[src/rtl/shport_pkg.sv]
package shport_pkg;

    localparam int BYTE_W = 8;
    localparam int NIB_W  = 4;
    localparam int N_NIB  = BYTE_W / NIB_W;
    localparam int CNT_W  = $clog2(BYTE_W);
    localparam int SEL_W  = 2;

    typedef enum logic [1:0] {
        A_MODE = 2'd0,
        A_CTRL = 2'd1,
        A_DLO  = 2'd2,
        A_DHI  = 2'd3
    } addr_e;

    typedef struct packed {
        logic [SEL_W-1:0] tap;
        logic             master;
        logic             en;
    } mode_t;

    typedef struct packed {
        logic start;
        logic direct;
        logic lsb;
        logic fall;
    } ctrl_t;

    function automatic logic [SEL_W-1:0] clip_sel(logic [SEL_W-1:0] s, int n);
        return (int'(s) >= n) ? SEL_W'(n - 1) : s;
    endfunction

endpackage

[src/rtl/shport_clkgen.sv]
module shport_clkgen
    import shport_pkg::*;
#(
    parameter int N_TAPS = 3
) (
    input  logic              clk,
    input  logic              rst,
    input  logic [N_TAPS-1:0] taps,
    input  logic [SEL_W-1:0]  tap_sel,
    input  logic              master,
    input  logic              fall,
    input  logic              busy,
    input  logic              sclk_in,
    output logic              sclk_out,
    output logic              shift_go
);

    logic [SEL_W-1:0] sel_eff;
    logic             tap_now;
    logic             tap_q1, tap_q2;
    logic             s_meta, s_sync, s_prev;
    logic             m_rise, m_fall, m_act;
    logic             s_act;
    logic             pend;

    assign sel_eff = clip_sel(tap_sel, N_TAPS);

    always_comb begin
        tap_now = 1'b0;
        for (int i = 0; i < N_TAPS; i++) begin
            if (sel_eff == SEL_W'(i)) tap_now = taps[i];
        end
    end

    always_ff @(posedge clk) begin
        if (rst) begin
            tap_q1 <= 1'b0;
            tap_q2 <= 1'b0;
            s_meta <= 1'b0;
            s_sync <= 1'b0;
            s_prev <= 1'b0;
        end else begin
            tap_q1 <= tap_now;
            tap_q2 <= tap_q1;
            s_meta <= sclk_in;
            s_sync <= s_meta;
            s_prev <= s_sync;
        end
    end

    assign m_rise = tap_q1 & ~tap_q2;
    assign m_fall = ~tap_q1 & tap_q2;
    assign m_act  = fall ? m_fall : m_rise;
    assign s_act  = fall ? (~s_sync & s_prev) : (s_sync & ~s_prev);

    always_ff @(posedge clk) begin
        if (rst) begin
            sclk_out <= 1'b0;
            pend     <= 1'b0;
        end else begin
            pend <= master & busy & m_act;
            if (!busy || !master)  sclk_out <= fall;
            else if (m_rise)       sclk_out <= 1'b1;
            else if (m_fall)       sclk_out <= 1'b0;
        end
    end

    assign shift_go = master ? pend : (s_act & busy);

    AST_PEND_AFTER_EDGE: assert property (@(posedge clk) disable iff (rst)
        pend |-> (sclk_out == ~fall)) else $error("pend without active level");

endmodule

[src/rtl/shport_engine.sv]
module shport_engine
    import shport_pkg::*;
#(
    parameter int W   = BYTE_W,
    parameter int NIB = NIB_W
) (
    input  logic               clk,
    input  logic               rst,
    input  logic [W/NIB-1:0]   load_nib,
    input  logic [NIB-1:0]     wdata,
    input  logic               start,
    input  logic               lsb,
    input  logic               sin,
    input  logic               shift_go,
    output logic [W-1:0]       shreg,
    output logic               busy,
    output logic               irq,
    output logic               head
);

    localparam int CW = $clog2(W);
    localparam logic [CW-1:0] LAST = CW'(W - 1);

    logic [CW-1:0] cnt;
    logic [W-1:0]  loaded;

    generate
        for (genvar g = 0; g < W / NIB; g++) begin : g_nib
            assign loaded[g*NIB +: NIB] = load_nib[g] ? wdata : shreg[g*NIB +: NIB];
        end
    endgenerate

    always_ff @(posedge clk) begin
        if (rst) begin
            shreg <= '0;
            busy  <= 1'b0;
            irq   <= 1'b0;
            cnt   <= '0;
        end else begin
            irq <= 1'b0;
            if (start) begin
                busy <= 1'b1;
                cnt  <= '0;
            end else if (busy && shift_go) begin
                shreg <= lsb ? {sin, shreg[W-1:1]} : {shreg[W-2:0], sin};
                cnt   <= cnt + 1'b1;
                if (cnt == LAST) begin
                    busy <= 1'b0;
                    irq  <= 1'b1;
                end
            end else if (!busy) begin
                shreg <= loaded;
            end
        end
    end

    assign head = lsb ? shreg[0] : shreg[W-1];

    AST_SHIFT_NEEDS_BUSY: assert property (@(posedge clk) disable iff (rst)
        shift_go |-> busy) else $error("shift while idle");
    AST_IRQ_SINGLE: assert property (@(posedge clk) disable iff (rst)
        irq |=> !irq) else $error("irq wider than one cycle");
    AST_IRQ_IDLE: assert property (@(posedge clk) disable iff (rst)
        irq |-> !busy) else $error("irq while busy");
    AST_START_ZERO_CNT: assert property (@(posedge clk) disable iff (rst)
        $rose(busy) |-> (cnt == '0)) else $error("count not cleared");

endmodule

[src/rtl/shift_port.sv]
module shift_port
    import shport_pkg::*;
#(
    parameter int N_TAPS = 3
) (
    input  logic              clk,
    input  logic              rst,
    input  logic [1:0]        cpu_addr,
    input  logic              cpu_wr,
    input  logic [3:0]        cpu_wdata,
    output logic [3:0]        cpu_rdata,
    input  logic [N_TAPS-1:0] pre_taps,
    input  logic [3:0]        pin_in,
    output logic [3:0]        pin_out,
    output logic [3:0]        pin_oe,
    output logic              irq
);

    mode_t              mode_q;
    ctrl_t              ctrl_q;
    ctrl_t              ctrl_w;
    addr_e              addr;
    logic               busy;
    logic               head;
    logic               sclk_out;
    logic               shift_go;
    logic               start_req;
    logic               sout;
    logic               sel_line;
    logic [N_NIB-1:0]   load_nib;
    logic [BYTE_W-1:0]  shreg;
    logic               unused_pins;

    assign addr        = addr_e'(cpu_addr);
    assign ctrl_w      = ctrl_t'(cpu_wdata);
    assign unused_pins = ^pin_in[2:1];
    assign start_req   = cpu_wr && (addr == A_CTRL) && ctrl_w.start && mode_q.en && !busy;

    always_ff @(posedge clk) begin
        if (rst) begin
            mode_q <= '0;
            ctrl_q <= '0;
        end else if (cpu_wr && !busy) begin
            if (addr == A_MODE) mode_q <= mode_t'(cpu_wdata);
            if (addr == A_CTRL) ctrl_q <= '{start: 1'b0, direct: ctrl_w.direct,
                                            lsb: ctrl_w.lsb, fall: ctrl_w.fall};
        end
    end

    assign load_nib[0] = cpu_wr && !busy && (addr == A_DLO);
    assign load_nib[1] = cpu_wr && !busy && (addr == A_DHI);

    shport_clkgen #(.N_TAPS(N_TAPS)) u_clk (
        .clk      (clk),
        .rst      (rst),
        .taps     (pre_taps),
        .tap_sel  (mode_q.tap),
        .master   (mode_q.master),
        .fall     (ctrl_q.fall),
        .busy     (busy),
        .sclk_in  (pin_in[3]),
        .sclk_out (sclk_out),
        .shift_go (shift_go)
    );

    shport_engine #(.W(BYTE_W), .NIB(NIB_W)) u_eng (
        .clk      (clk),
        .rst      (rst),
        .load_nib (load_nib),
        .wdata    (cpu_wdata),
        .start    (start_req),
        .lsb      (ctrl_q.lsb),
        .sin      (pin_in[0]),
        .shift_go (shift_go),
        .shreg    (shreg),
        .busy     (busy),
        .irq      (irq),
        .head     (head)
    );

    always_comb begin
        case (addr)
            A_MODE:  cpu_rdata = mode_q;
            A_CTRL:  cpu_rdata = {busy, ctrl_q.direct, ctrl_q.lsb, ctrl_q.fall};
            A_DLO:   cpu_rdata = shreg[NIB_W-1:0];
            default: cpu_rdata = shreg[BYTE_W-1:NIB_W];
        endcase
    end

    assign sout     = (ctrl_q.direct || busy) ? head : 1'b1;
    assign sel_line = mode_q.master ? ~busy : busy;
    assign pin_out  = {mode_q.master & sclk_out, sout, sel_line, 1'b0};
    assign pin_oe   = mode_q.en ? {mode_q.master, 1'b1, 1'b1, 1'b0} : 4'b0000;

    AST_CFG_FROZEN: assert property (@(posedge clk) disable iff (rst)
        (busy && $past(busy)) |-> ($stable(mode_q) && $stable(ctrl_q))) else $error("config changed while busy");
    AST_START_NEEDS_EN: assert property (@(posedge clk) disable iff (rst)
        $rose(busy) |-> mode_q.en) else $error("transfer while disabled");

endmodule

[config.mk]
export PLATFORM = sky130hd
export DESIGN_NAME = shift_port
export DESIGN_NICKNAME = d
export VERILOG_FILES = /design/src/rtl/shport_pkg.sv /design/src/rtl/shport_clkgen.sv /design/src/rtl/shport_engine.sv /design/src/rtl/shift_port.sv
export SDC_FILE = /design/constraint.sdc
export NUM_CORES = 1
export LEC_CHECK = 0
export BUFFER_PORTS_ARGS = -buffer_cell sky130_fd_sc_hd__buf_2
export CORE_ASPECT_RATIO = 1.1
export CORE_MARGIN = 2
export CORE_UTILIZATION = 25
export DETAILED_ROUTE_END_ITERATION = 6
export PLACE_DENSITY = 0.42
export SETUP_SLACK_MARGIN = 0.3
export SYNTH_ARGS = -nofsm -noshare
export SYNTH_HDL_FRONTEND = slang
export SYNTH_SLANG_ARGS = --single-unit
[constraint.sdc]
create_clock -name clk -period 4.3 [get_ports clk]
set_clock_uncertainty 0.15 [all_clocks]
set_input_delay 0.645 -clock clk [delete_from_list [all_inputs] [get_ports clk]]
set_output_delay 0.645 -clock clk [all_outputs]
set_load 0.02 [all_outputs]
Word-level counts from Yosys, hierarchy flattened
Cells that the tools add are included.
- bits in registers: 27
- input port bits: 16
- output and inout port bits: 13
- word-level logic and storage cells: 92
- add/sub/neg operators: 1
- $lt $le $gt $ge: 1
- equal/unequal tests: 7
- muxes and demuxes: 24
- bitwise logic cells: 15
- reduce and logical (&&, ||, !) cells: 26
- operators with widths (operator ; count):
    8-bit two-way mux ; 3
    1-bit two-way mux ; 16
    4-bit two-way mux ; 3
    4-bit case mux with 3 select lines ; 1
    1-bit bitwise AND ; 8
    1-bit logical AND ; 8
    2-bit nonzero test ; 4
    1-bit NOT ; 7
    2-bit equality test, second input constant ; 3
    2-bit AND reduction ; 3
    3-bit AND reduction ; 2
    2-bit by 1-bit equality test with 1-bit output, second input constant ; 2
    2-bit zero test ; 2
    3-bit by 1-bit adder with 3-bit output, second input constant ; 1
    3-bit equality test, second input constant ; 1
    3-bit nonzero test ; 1
    3-bit OR reduction ; 1
    2-bit greater-or-equal comparator, second input constant ; 1
    1-bit zero test ; 2
    1-bit logical OR ; 2
    2-bit two-way mux ; 1
    2-bit != test, second input constant ; 1
    2-bit OR reduction ; 1

Longest topological paths before layout
- depth in word-level cells: 8
- depth in mapped cells: 5
- depth with buffers taken out: 5

Cells and area by module
A second synthesis with hierarchy kept.
- cells, all modules: 153
- area total of the unflattened synthesis: 1640.3 um2
- modules (own cells, without submodules) (module ; times used ; cells each ; area an instance (um2) ; seq. area each (um2)):
    shport_engine ; 1 ; 74 ; 788.3 ; 260.2
    shift_port ; 1 ; 50 ; 559.3 ; 140.1
    shport_clkgen ; 1 ; 29 ; 292.8 ; 140.1

Worst setup path before layout
Ideal clock, no wire load.
- path kind: input-to-output
- from: in cpu_addr[1]
- to: out cpu_rdata[0]
- arrival: 1.464 ns
- data required time: 3.505 ns
- slack: 2.041 ns
- cell stages on the path: 2
- path through: buf_4 -> mux4_1
- word-level cells in the longest chain between the ends: 2
- elaborated cells on any way between the ends: 4
- classes of those cells: eq/ne: 2; mux: 1; reduce/logical: 1
- RTL lines (item ; RTL line ; text):
    start, declared ; shift_port.sv:8 ; input logic [1:0] cpu_addr,
    2-bit equality test (tied with other cells) ; shift_port.sv:82 ; case (addr)
    4-bit case mux with 3 select lines (*) ; shift_port.sv:82 ;
    end, declared ; shift_port.sv:11 ; output logic [3:0] cpu_rdata,
Every way passes the cells marked *; elsewhere a longest branch is shown, timed or not.

Final worst setup path
Ends and elaborated chain as after synthesis.

==> flow_summary_export.csv <==
group,metric,value,unit
final_layout,fill_cells,662,
worst_hold_path,worstHoldPathType,"register to register",
routing,post_drt_via_cell_ratio,4.76,
power,pwr-share-comb,12.8,%
final_layout,design.final.nets,181,
synthesis,netlist.area_leader.share,33.7,%
cts,post_cts_resize_count,0,
floorplan,die_w,80.4,µm
floorplan,floorplan.core_area,0.00619,mm²
final_layout,antenna-diode-count,0,
synthesis,top_post_synthesis_cells_by_area,"dfxtp_1 (34%), mux2i_1 (12%), a221oi_2 (8.4%), nor2b_1 (7.4%), a2111oi_0 (4.4%)",
routing,via_count_of_the_routed_design,1146,
cts,cts.reportedPaths.clkPinSlew,90,ps
place,portBuffers,24,
grt,groute.usage.overall,11.0,%
cts,post_cts_hold_buffer_count,0,
synthesis,ys_ff_latch,27,
power,vdd.ir_drop.worst,0.110,mV
final_layout,area.sequential,541,µm²
place,placed_area,0.00172,mm²
place,dp_slack,1770,ps
synthesis,syn_area,0.00161,mm²
power,sw_frac_of_total,26.4,%
routing,drt_first_iter_violations,71,
setup_path,highest_fanout_seen_on_the_critical_path,8,
routing,route.final.wire_length,3700,µm
routing,post_route_drc_violation_count,0,
final_layout,multiInputGateArea,960,µm²
setup_path,timing.critical_path.required,3500,ps
final_layout,flow.area_growth_from_synthesis,10.3,%
final_layout,finalCoreUtilization,28.6,%
sta,finalSetupViolCount,0,
cts,ctsHtreeMaxLevel,1,
setup_path,worst-setup-path-type,"primary input to output pin",
synthesis,synthCells,149,
synthesis,syn-mean-instance-area,10.8,µm²
floorplan,ios,29,
floorplan,die_area,0.00708,mm²
grt,grt_pass1_wl,5970,µm
synthesis,synth_warnings,0,
place,dp_cells,237,
grt,grt_start_max_net_pins,31,
routing,drt_first_pass_iters,4,
cts,buffer_type_at_the_clock_tree_root,"clkbuf_8",
routing,detail-route-antenna-nets,0,
sta,setup_tns,0,ps
cts,cts_tree,"done",
cts,post_cts.repair.setup_buffers,0,
place,post-dp-hpwl,2720,µm
synthesis,ys_types,36,
final_layout,mostFrequentLayoutCell,"dfxtp_1",
cts,clkSinkCount,27,
setup_path,arrival,1610,ps
sta,worst_slew_pin_slew,1120,ps
floorplan,num_rows,30,
cts,maximum_count_of_clock_buffers_along_a_single_path,2,
setup_path,critical_path.startpoint_type,"primary input",
sta,final_critical_path_setup_slack,1900,ps
power,p_clk_share,30.9,%
final_layout,finish.instance_area,0.00177,mm²
sta,timing_hold_violations_final,0,
cts,numCtsBuffers,3,
grt,first_global_vias,1135,
floorplan,floorplan.initialDensity,25.9,%
power,cell_internal_pwr,348,µW
flow_run,maxCapViolCount,0,
power,seq_power_share,56.3,%
final_layout,number_of_standard_cells_in_the_final_layout_excluding_fillers,241,
sta,rsz0062_at_grt,"no",
sta,drv_slew,0,
setup_path,reg2reg_setup_slack,2090,ps
synthesis,yosysSeqAreaShare,33.7,%
final_layout,final_cell_mix,"dfxtp_1 (27), buf_2 (24), mux2i_1 (20), nor2b_1 (19), nor2_1 (10)",
sta,timing.final.crit_share,55.9,%
place,gp_congestion,0.769,
status,run_status,"finished, final reports clean",
power,power.static_leakage,0.000695,µW
sta,final_period_minus_worst_setup_slack,2400,ps
grt,antenna_violations_before_repair,0,
sta,max_freq,0.416,GHz
grt,global_route.overflow_total,0,
synthesis,top_cell_type_by_total_area_after_synthesis,"dfxtp_1",
sta,max-slew-margin-rel,24.2,%
routing,drt-wirelength-per-cell,15.4,µm
cts,worstSkewPairLatency,270,ps
floorplan,die_height,88.0,µm
setup_path,worst_setup_path_end_kind,"output pin",
power,power_density,267,mW/mm²
final_layout,final_layout_size_suffix_gt1_share,29.2,%
power,switching_power,125,µW
critical path, cell delays in order:
cell	delay, ps
buf_2	210
mux4_1	580
buf_2	170
power groups by stage:
stage | clock [µW] | sequential [µW] | combinational, µW
6_report | 146 | 266 | 60.6
5_1_grt | 163 | 268 | 66.1
4_1_cts | 153 | 266 | 61.1
3_5_place_dp | 0 | 272 | 60.9
3_3_place_gp | 0 | 272 | 59.8
2_1_floorplan | 0 | 268 | 51.1
cell families after synthesis:
kind of cell | count (synthesis) | synth area share, %
AOI/OAI and AO/OA | 29 | 18.8
adders and majority gates | 3 | 2.34
buffers and inverters | 18 | 6.78
DFF | 27 | 33.7
muxes | 25 | 19.0
other | 1 | 0.234
and+or+nand+nor | 46 | 19.2
state kept, by name (all words and copies together), names as in the netlist:
signal,cells
u_clk.sclk_out,1
u_clk.s_sync,1
u_clk.s_prev,1
u_clk.s_meta,1
mode_q,4
u_clk.tap_q1,1
u_clk.pend,1
u_eng.cnt,3
u_eng.busy,1
u_clk.tap_q2,1
ctrl_q,3
u_eng.irq,1
u_eng.shreg,8
synthesized netlist by cell type:
| library cell | number |
|---|---|
| a221oi_2 | 9 |
| nor3b_2 | 1 |
| clkbuf_1 | 3 |
| inv_1 | 1 |
| mux2i_1 | 20 |
| a2111oi_0 | 8 |
| o211a_1 | 1 |
| mux4_2 | 3 |
| nor4bb_1 | 1 |
| nor3b_1 | 2 |
| a311oi_1 | 1 |
| mux4_1 | 1 |
| buf_2 | 3 |
| buf_6 | 1 |
| or2_2 | 1 |
| ha_1 | 3 |
| nor4b_4 | 1 |
| o311a_2 | 1 |
| or3_1 | 1 |
| o21ai_0 | 7 |
| and4b_1 | 1 |
| buf_1 | 2 |
| nand4b_1 | 1 |
| o311ai_4 | 1 |
| a21oi_1 | 1 |
| and2_1 | 2 |
| nor2b_1 | 19 |
| and3b_4 | 1 |
| nand4bb_1 | 1 |
| dfxtp_1 | 27 |
| nor2_1 | 10 |
| nand2b_1 | 3 |
| nand2_1 | 1 |
| buf_4 | 8 |
| conb_1 | 1 |
| mux2_2 | 1 |
through the flow:
step	hold slack, ps	total power [µW]
5_1_grt	312	497
3_5_place_dp	274	333
6_report	294	473
4_1_cts	298	480
3_3_place_gp	278	332
2_1_floorplan	264	319
layout make-up:
cell class,count,area share [%]
clock inverter,1,0.283
inverter,1,0.212
timing repair buffer,24,6.78
sequential,27,30.5
tap,80,5.65
multi-input combinational,105,54.2
clock buffer,3,2.33
final timing paths:
path | startpoint | endpoint | depth (start not counted)
setup / recovery | cpu_addr[1] | cpu_rdata[0] | 3
setup reg to reg | u_eng.busy$_SDFFE_PP0P_ | u_eng.shreg[0]$_SDFFE_PP0P_ | 3
hold / removal | u_clk.s_meta$_SDFF_PP0_ | u_clk.s_sync$_SDFF_PP0_ | 1
hold reg to reg | u_clk.s_meta$_SDFF_PP0_ | u_clk.s_sync$_SDFF_PP0_ | 1
layer usage:
layer | part of all wire, % | track usage (%) | vias to the layer above
met4 | 0.76 | 3.70 | 0
met1 | 47 | 14.6 | 550
met2 | 49 | 18.5 | 18
met3 | 3.1 | 1.65 | 2
li1 | - | - | 576
met5 | 0 | 0 | -
No activity file was read; power rests on OpenSTA's default activity.
